## config.mk

```make
export PLATFORM = sky130hd
export DESIGN_NAME = dma2d_blit_agu
export DESIGN_NICKNAME = d
export VERILOG_FILES = /design/src/rtl/dma2d_pkg.sv /design/src/rtl/dma2d_window_calc.sv /design/src/rtl/dma2d_agu_core.sv /design/src/rtl/dma2d_blit_agu.sv
export SDC_FILE = /design/constraint.sdc
export NUM_CORES = 1
export LEC_CHECK = 0
export ABC_AREA = 1
export ABC_CLOCK_PERIOD_IN_PS = 3800
export BUFFER_PORTS_ARGS = -buffer_cell sky130_fd_sc_hd__buf_2
export CORE_MARGIN = 8
export CORE_UTILIZATION = 40
export CTS_CLUSTER_DIAMETER = 100
export DETAILED_ROUTE_END_ITERATION = 16
export RECOVER_POWER = 25
export SYNTH_ARGS = -nofsm -noshare
export SYNTH_HDL_FRONTEND = slang
export SYNTH_SLANG_ARGS = --single-unit
```

## constraint.sdc

```tcl
create_clock -name clk -period 3.8 [get_ports clk]
set_input_delay 0.57 -clock clk [delete_from_list [all_inputs] [get_ports clk]]
set_output_delay 0.57 -clock clk [all_outputs]
set_load 0.005 [all_outputs]
```

## src/rtl/dma2d_pkg.sv

```systemverilog
package dma2d_pkg;

    typedef enum logic [0:0] {
        AG_IDLE = 1'b0,
        AG_RUN  = 1'b1
    } ag_state_t;

endpackage

```

## src/rtl/dma2d_window_calc.sv

```systemverilog
module dma2d_window_calc #(
    parameter int AW       = 32,
    parameter int CW       = 16,
    parameter int PW       = 10,
    parameter int BPP      = 2,
    parameter int LINE_PIX = 320
) (
    input  logic [AW-1:0] fb_base_i,
    input  logic [PW-1:0] win_x_i,
    input  logic [PW-1:0] win_y_i,
    input  logic [PW-1:0] img_w_i,
    input  logic [PW-1:0] img_h_i,
    output logic [AW-1:0] dst_start_o,
    output logic [CW-1:0] xcnt_o,
    output logic [CW-1:0] ycnt_o,
    output logic [AW-1:0] dst_ymod_o
);
    localparam int LINE_BYTES = LINE_PIX * BPP;

    logic [AW-1:0] even_x;
    logic [AW-1:0] row_bytes;

    // column is rounded down to an even pixel so a halfword pair never splits
    assign even_x      = AW'({win_x_i[PW-1:1], 1'b0});
    assign row_bytes   = AW'(img_w_i) * AW'(BPP);
    assign dst_start_o = fb_base_i + even_x * AW'(BPP) + AW'(win_y_i) * AW'(LINE_BYTES);
    assign xcnt_o      = CW'(row_bytes >> 1);
    assign ycnt_o      = CW'(img_h_i);
    assign dst_ymod_o  = AW'(LINE_BYTES) - row_bytes + AW'(2);

endmodule

```

## src/rtl/dma2d_agu_core.sv

```systemverilog
module dma2d_agu_core
    import dma2d_pkg::*;
#(
    parameter int AW = 32,
    parameter int CW = 16
) (
    input  logic          clk,
    input  logic          rst_n,
    input  logic          load_i,
    input  logic          abort_i,
    input  logic          step_i,
    input  logic          autobuf_i,
    input  logic [AW-1:0] start_i,
    input  logic [AW-1:0] xmod_i,
    input  logic [AW-1:0] ymod_i,
    input  logic [CW-1:0] xcnt_i,
    input  logic [CW-1:0] ycnt_i,
    output logic [AW-1:0] addr_o,
    output logic          valid_o,
    output logic          row_last_o,
    output logic          frame_last_o,
    output logic          fin_o
);
    ag_state_t     state_q, state_d;
    logic [AW-1:0] addr_q, start_q, xmod_q, ymod_q;
    logic [CW-1:0] xleft_q, yleft_q, xcnt_q, ycnt_q;
    logic          auto_q;
    logic          take;

    assign take = (state_q == AG_RUN) && step_i && !abort_i;

    // state register
    always_ff @(posedge clk) begin
        if (!rst_n) state_q <= AG_IDLE;
        else        state_q <= state_d;
    end

    // transitions: load, finish, abort (row step / row wrap / frame wrap stay in AG_RUN)
    always_comb begin
        state_d = state_q;
        unique case (state_q)
            AG_IDLE: if (load_i) state_d = AG_RUN;
            AG_RUN: begin
                if (abort_i)                                state_d = AG_IDLE;
                else if (take && frame_last_o && !auto_q)   state_d = AG_IDLE;
            end
            default: state_d = AG_IDLE;
        endcase
    end

    // address and counters
    always_ff @(posedge clk) begin
        if (!rst_n) begin
            addr_q  <= '0;
            start_q <= '0;
            xmod_q  <= '0;
            ymod_q  <= '0;
            xcnt_q  <= '0;
            ycnt_q  <= '0;
            xleft_q <= '0;
            yleft_q <= '0;
            auto_q  <= 1'b0;
        end else if (state_q == AG_IDLE) begin
            if (load_i) begin
                addr_q  <= start_i;
                start_q <= start_i;
                xmod_q  <= xmod_i;
                ymod_q  <= ymod_i;
                xcnt_q  <= xcnt_i;
                ycnt_q  <= ycnt_i;
                xleft_q <= xcnt_i;
                yleft_q <= ycnt_i;
                auto_q  <= autobuf_i;
            end
        end else if (take) begin
            if (xleft_q == CW'(1)) begin
                xleft_q <= xcnt_q;
                if (yleft_q == CW'(1)) begin
                    addr_q  <= start_q;      // frame wrap
                    yleft_q <= ycnt_q;
                end else begin
                    addr_q  <= addr_q + ymod_q;  // row wrap
                    yleft_q <= yleft_q - CW'(1);
                end
            end else begin
                addr_q  <= addr_q + xmod_q;      // row step
                xleft_q <= xleft_q - CW'(1);
            end
        end
    end

    // outputs
    always_comb begin
        addr_o       = addr_q;
        valid_o      = (state_q == AG_RUN);
        row_last_o   = valid_o && (xleft_q == CW'(1));
        frame_last_o = row_last_o && (yleft_q == CW'(1));
        fin_o        = take && frame_last_o && !auto_q;
    end

    AST_HOLD_ON_STALL: assert property (@(posedge clk) disable iff (!rst_n)
        (valid_o && !step_i && !abort_i) |=> (valid_o && $stable(addr_o)));

    AST_ROW_STEP: assert property (@(posedge clk) disable iff (!rst_n)
        (take && !row_last_o) |=> (addr_o == $past(addr_o) + $past(xmod_q)));

    AST_ROW_WRAP: assert property (@(posedge clk) disable iff (!rst_n)
        (take && row_last_o && !frame_last_o) |=> (addr_o == $past(addr_o) + $past(ymod_q)));

    AST_FRAME_RELOAD: assert property (@(posedge clk) disable iff (!rst_n)
        (take && frame_last_o && auto_q) |=> (valid_o && addr_o == $past(start_q)));

endmodule

```

## src/rtl/dma2d_blit_agu.sv

```systemverilog
module dma2d_blit_agu #(
    parameter int AW       = 32,
    parameter int CW       = 16,
    parameter int PW       = 10,
    parameter int BPP      = 2,
    parameter int LINE_PIX = 320
) (
    input  logic          clk,
    input  logic          rst_n,
    input  logic          start_i,
    input  logic          stop_i,
    input  logic          autobuf_i,
    input  logic          blit_i,
    input  logic          stall_i,
    input  logic [1:0]    clr_i,
    input  logic [AW-1:0] fb_base_i,
    input  logic [AW-1:0] img_base_i,
    input  logic [PW-1:0] win_x_i,
    input  logic [PW-1:0] win_y_i,
    input  logic [PW-1:0] img_w_i,
    input  logic [PW-1:0] img_h_i,
    input  logic [CW-1:0] scan_xcnt_i,
    input  logic [CW-1:0] scan_ycnt_i,
    output logic [AW-1:0] src_addr_o,
    output logic [AW-1:0] dst_addr_o,
    output logic          valid_o,
    output logic          row_last_o,
    output logic          busy_o,
    output logic          done_o,
    output logic          err_o
);
    localparam logic [AW-1:0] HALF_STEP = AW'(2);

    logic [AW-1:0] win_start, win_ymod;
    logic [CW-1:0] win_xcnt, win_ycnt;

    logic [AW-1:0] src_start, dst_start, dst_ymod;
    logic [CW-1:0] xcnt, ycnt;
    logic          cfg_ok, load, err_set;
    logic          src_valid, src_rl, src_fl, src_fin;
    logic          dst_valid, dst_rl, dst_fl, dst_fin;
    logic          done_q, err_q;

    dma2d_window_calc #(
        .AW(AW), .CW(CW), .PW(PW), .BPP(BPP), .LINE_PIX(LINE_PIX)
    ) u_win (
        .fb_base_i  (fb_base_i),
        .win_x_i    (win_x_i),
        .win_y_i    (win_y_i),
        .img_w_i    (img_w_i),
        .img_h_i    (img_h_i),
        .dst_start_o(win_start),
        .xcnt_o     (win_xcnt),
        .ycnt_o     (win_ycnt),
        .dst_ymod_o (win_ymod)
    );

    always_comb begin
        if (blit_i) begin
            src_start = img_base_i;
            dst_start = win_start;
            dst_ymod  = win_ymod;
            xcnt      = win_xcnt;
            ycnt      = win_ycnt;
        end else begin
            src_start = fb_base_i;
            dst_start = fb_base_i;
            dst_ymod  = HALF_STEP;
            xcnt      = scan_xcnt_i;
            ycnt      = scan_ycnt_i;
        end
    end

    assign cfg_ok  = (xcnt != '0) && (ycnt != '0);
    assign load    = start_i && !busy_o && cfg_ok;
    assign err_set = start_i && !busy_o && !cfg_ok;

    dma2d_agu_core #(.AW(AW), .CW(CW)) u_src (
        .clk(clk), .rst_n(rst_n), .load_i(load), .abort_i(stop_i), .step_i(!stall_i),
        .autobuf_i(autobuf_i), .start_i(src_start), .xmod_i(HALF_STEP), .ymod_i(HALF_STEP),
        .xcnt_i(xcnt), .ycnt_i(ycnt), .addr_o(src_addr_o), .valid_o(src_valid),
        .row_last_o(src_rl), .frame_last_o(src_fl), .fin_o(src_fin)
    );

    dma2d_agu_core #(.AW(AW), .CW(CW)) u_dst (
        .clk(clk), .rst_n(rst_n), .load_i(load), .abort_i(stop_i), .step_i(!stall_i),
        .autobuf_i(autobuf_i), .start_i(dst_start), .xmod_i(HALF_STEP), .ymod_i(dst_ymod),
        .xcnt_i(xcnt), .ycnt_i(ycnt), .addr_o(dst_addr_o), .valid_o(dst_valid),
        .row_last_o(dst_rl), .frame_last_o(dst_fl), .fin_o(dst_fin)
    );

    // status flags: a set in the same cycle as its clear wins
    always_ff @(posedge clk) begin
        if (!rst_n) begin
            done_q <= 1'b0;
            err_q  <= 1'b0;
        end else begin
            done_q <= dst_fin | (done_q & ~clr_i[0]);
            err_q  <= err_set | (err_q & ~clr_i[1]);
        end
    end

    always_comb begin
        valid_o    = dst_valid;
        row_last_o = dst_rl;
        busy_o     = dst_valid;
        done_o     = done_q;
        err_o      = err_q;
    end

    AST_LOCKSTEP: assert property (@(posedge clk) disable iff (!rst_n)
        (src_valid == dst_valid) && (src_rl == dst_rl) && (src_fl == dst_fl) && (src_fin == dst_fin));

    AST_START_RUNS: assert property (@(posedge clk) disable iff (!rst_n)
        load |=> busy_o);

    AST_FINISH_DONE: assert property (@(posedge clk) disable iff (!rst_n)
        dst_fin |=> (done_o && !busy_o));

    AST_DONE_CLEAR: assert property (@(posedge clk) disable iff (!rst_n)
        (clr_i[0] && !dst_fin) |=> !done_o);

    AST_BAD_CFG: assert property (@(posedge clk) disable iff (!rst_n)
        err_set |=> (err_o && !busy_o));

    AST_STOP_IDLE: assert property (@(posedge clk) disable iff (!rst_n)
        (busy_o && stop_i) |=> (!busy_o && !$rose(done_o)));

endmodule

```

==> results_dict.tcl <==
set metrics [dict create \
    min_delay_path_depth 4 \
    drt-total-wl_um 78880 \
    track_usage 0.2662 \
    yosys_warnings 0 \
    fin_nets 3678 \
    multi_input_area_sq_um 12870 \
    worst_pin_slew_ns 1.198 \
    synth-compound-area-share 0.2289 \
    holdBufCountCts 0 \
    busiest_layer "met2" \
    relSlewSlack 0.1927 \
    io_pins 214 \
    critical_path_class "input port to flop" \
    synth-xor-area-share 0.04006 \
    die_h_um 240.2 \
    rrSetupSlack_ns 0.81 \
    yosys_most_used_dff "dfxtp_1" \
    fp.coreArea_sq_um 49860 \
    drtIter0Drc 1953 \
    post_drt_via_cell_ratio 5.420 \
    worstHoldStart "clr_i[0]" \
    setup_viol 0 \
    grt_max_degree 171 \
    cp.required_ns 4.27 \
    synth_area_leaders "dfxtp_1, nand2_1, a21oi_1" \
    synth-simple-area-share 0.2946 \
    drc 0 \
    clock_skew_ns 0.02248 \
    regArea_sq_um 5528 \
    maxSlewViolCount 0 \
    clock-sinks 276 \
    synthMuxAreaShare 0.0004977 \
    num_vias 22420 \
    outcome "completed" \
    syn-instance-count 3244 \
    grt_pass1_wl_um 121100 \
    grt_pass1_vias 20840 \
    reg2reg_to "u_dst.addr_o[25]$_SDFFE_PN0P_" \
    synth_top_family_by_area "simple AND/OR/NAND/NOR gates" \
    hold_class "input port to flop" \
    synth-edff-count 0 \
    async_flop_share 0 \
    syn_area_per_cell_sq_um 6.200 \
    p_per_area_nw_per_um2 417.8 \
    die_area_sq_um 57710 \
    drtPass1Iterations 5 \
    critPathCaptureType "flop" \
    synth_area_sq_um 20110 \
    antenna_found_initial 4 \
    fin_crit_sh 0.9588 \
    gr-usage-met3 0.03633 \
    min_to "done_o$_SDFF_PN0_" \
    area_growth_pct 16.35 \
    dpl.hpwl_um 58380 \
    whs_ns 0.2619 \
    layout-drive-gt1-share 0.1061 \
    yosys.area.top_type "dfxtp_1" \
    cp_data_arrival_time_ns 4.11 \
    wl_per_cell_um 19.07 \
    h-tree-depth 2 \
    die_w_um 240.2 \
    initial_core_util 0.4033 \
    post-route-util 0.4693 \
    ys_seq_area_frac 0.2747 \
    root_buffer "clkbuf_16" \
    leakage_uw 0.01069 \
    clk_pin_slew_worst_paths_ns 0.06 \
    critPathMaxFanout 4 \
    ys_types 50 \
    yosysTopAreaCellShare 0.2747 \
    num_rows 82 \
    rr_startpoint "u_dst.addr_o[1]$_SDFFE_PN0P_" \
    clk_path_buf_depth 3 \
    rr_worst_depth 13 \
    insertion_delay_ns 0.56 \
    hold_viol_final 0 \
    cts_tree "done" \
    place_congestion 0.9838 \
    grt_use_met2 0.4217 \
    start_kind "input port" \
    max_freq_mhz 274.5 \
    synth_seq_cells 276 \
    synthAdderAreaFrac 0.06420 \
    vdd_drop_max_mv 0.2579 \
    num-fill-cells 5391 \
    numCtsBuffers 35 \
    postRouteAntennaNets 0 \
    io_buffers 212 \
    synth_nets 3488 \
    period_needed_ns 3.643 \
    met1_usage 0.3710 \
    maxCapViolations 0 \
    grt_overflow_total 0 \
]
[area by class of cell]
cell class                      count  share of cell area
Tap cell                          672             0.03593
Inverter                          350             0.05625
Timing Repair Buffer              300             0.07213
Antenna cell                        4           0.0004278
Sequential cell                   276              0.2362
Multi-Input combinational cell   2471              0.5500
Clock buffer                       52             0.04449
Clock inverter                     11            0.004545
[cell usage in the layout, fill, tap and decap left out, types with 5 or more instances in the layout]
master,n
nand2_1,740
nor2_1,348
inv_1,340
a21oi_1,334
o21ai_0,317
dfxtp_1,274
nand3_1,179
buf_2,163
ha_1,84
buf_4,73
clkbuf_1,64
nor3_1,48
xor2_1,47
xnor2_1,43
nand4_1,40
a31oi_1,40
clkbuf_16,36
o211ai_1,35
o21ai_1,34
o22ai_1,20
a211oi_1,19
or2_2,15
nor4_1,14
o21bai_1,11
o21a_1,11
nand3b_1,9
ha_4,8
clkbuf_8,8
inv_2,7
nand2_2,7
a21oi_2,6
o221ai_1,6
fa_1,6
a22oi_1,5
clkinv_2,5
[state kept, by name, indices dropped and copies added, names as in the netlist, 12 cells and up]
signal / count
u_dst.yleft_q: 16
u_src.ycnt_q: 16
u_src.yleft_q: 16
u_src.addr_o: 32
u_dst.xcnt_q: 16
u_src.xcnt_q: 16
u_dst.ymod_q: 12
u_dst.ycnt_q: 16
u_src.start_q: 32
u_dst.xleft_q: 16
u_dst.start_q: 32
u_src.xleft_q: 16
u_dst.addr_o: 32
[cell families after synthesis]
family	after synthesis
AND/OR/NAND/NOR	1427
AO/OA/AOI/OAI	852
XOR/XNOR	92
buffers and inverters	497
multiplexers	1
flip-flops	276
adder cells (fa/ha/maj)	99
[per-layer routing]
metal,share of wire,up-vias
li1,-,11200
met1,0.46,10290
met2,0.44,798
met3,0.068,129
met4,0.030,2
met5,0.00016,-
[Yosys cell counts, types with 5 or more instances]
cell type and count:
nor3_1 50, nand3b_1 9, o211ai_1 35, a22oi_1 5, nand3_1 183, inv_1 341
nand4_1 40, o21a_1 11, ha_1 92, fa_1 7, xor2_1 49, o22ai_1 20
xnor2_1 43, nor4_1 14, nor2_1 352, o221ai_1 6, o21ai_1 31, buf_4 9
a31oi_1 40, dfxtp_1 276, o21bai_1 12, clkbuf_1 98, buf_1 9, buf_2 29
o21ai_0 322, a211oi_1 19, a21oi_1 340, or2_2 15, nand2_1 747, inv_2 8
[worst max-delay path by stage]
stage	startpoint	to	slack [ns]	cells past startpoint
final	win_y_i[3]	u_dst.addr_o[23]$_SDFFE_PN0P_	0.16	22
after floorplan	win_y_i[1]	u_dst.addr_o[27]$_SDFFE_PN0P_	0.02	24
after global routing	win_y_i[3]	u_dst.addr_o[27]$_SDFFE_PN0P_	-0.05	25
after CTS	win_y_i[3]	u_dst.addr_o[23]$_SDFFE_PN0P_	0.07	23
after global placement	win_y_i[3]	u_dst.start_q[25]$_SDFFE_PN0P_	-0.45	22
after detailed placement	win_y_i[3]	u_dst.addr_o[23]$_SDFFE_PN0P_	-0.48	23
[report_power, final]
group	switching [uW]	total (uW)	leakage, uW	internal, uW
logic	1890	2970	0.00785	1080
clock network	1400	3380	0.000568	1980
registers	271	3430	0.00228	3160
total	3560	9780	0.0107	6220
[what timing repair did]
action,CTS,global route
endpoints found under the setup margin,0,30
buffers inserted,0,2
resized for setup,0,47
[worst max-delay path, stage by stage]
cell,delay (ns)
buf_6,0.11
ha_4,0.26
ha_4,0.12
inv_2,0.04
fa_2,0.37
o21ai_2,0.16
a21oi_2,0.08
o21bai_1,0.20
nand2_1,0.08
nand2_1,0.08
a21oi_2,0.06
xor2_1,0.16
ha_1,0.32
ha_4,0.26
a21oi_2,0.15
o21ai_1,0.11
a21oi_1,0.28
nand3_4,0.16
nand2_2,0.09
xor2_1,0.18
nand2_1,0.07
a31oi_1,0.20
[through the flow]
| step | setup slack [ns] | cells | total power [uW] | TNS, ns | area, sq um |
|---|---|---|---|---|---|
| after global routing | -0.04841 | 4134 | 10310 | -0.1338 | 23390 |
| final | 0.1567 | 4136 | 9776 | 0 | 23400 |
| after CTS | 0.07091 | 4130 | 9699 | 0 | 23270 |
| after global placement | -0.4542 | 4067 | 6326 | -11.17 | 22130 |
| after floorplan | 0.01984 | 3244 | 5254 | 0 | 20140 |
| after detailed placement | -0.4849 | 4067 | 6326 | -12.25 | 22130 |
(Power assumes the default switching activity.)
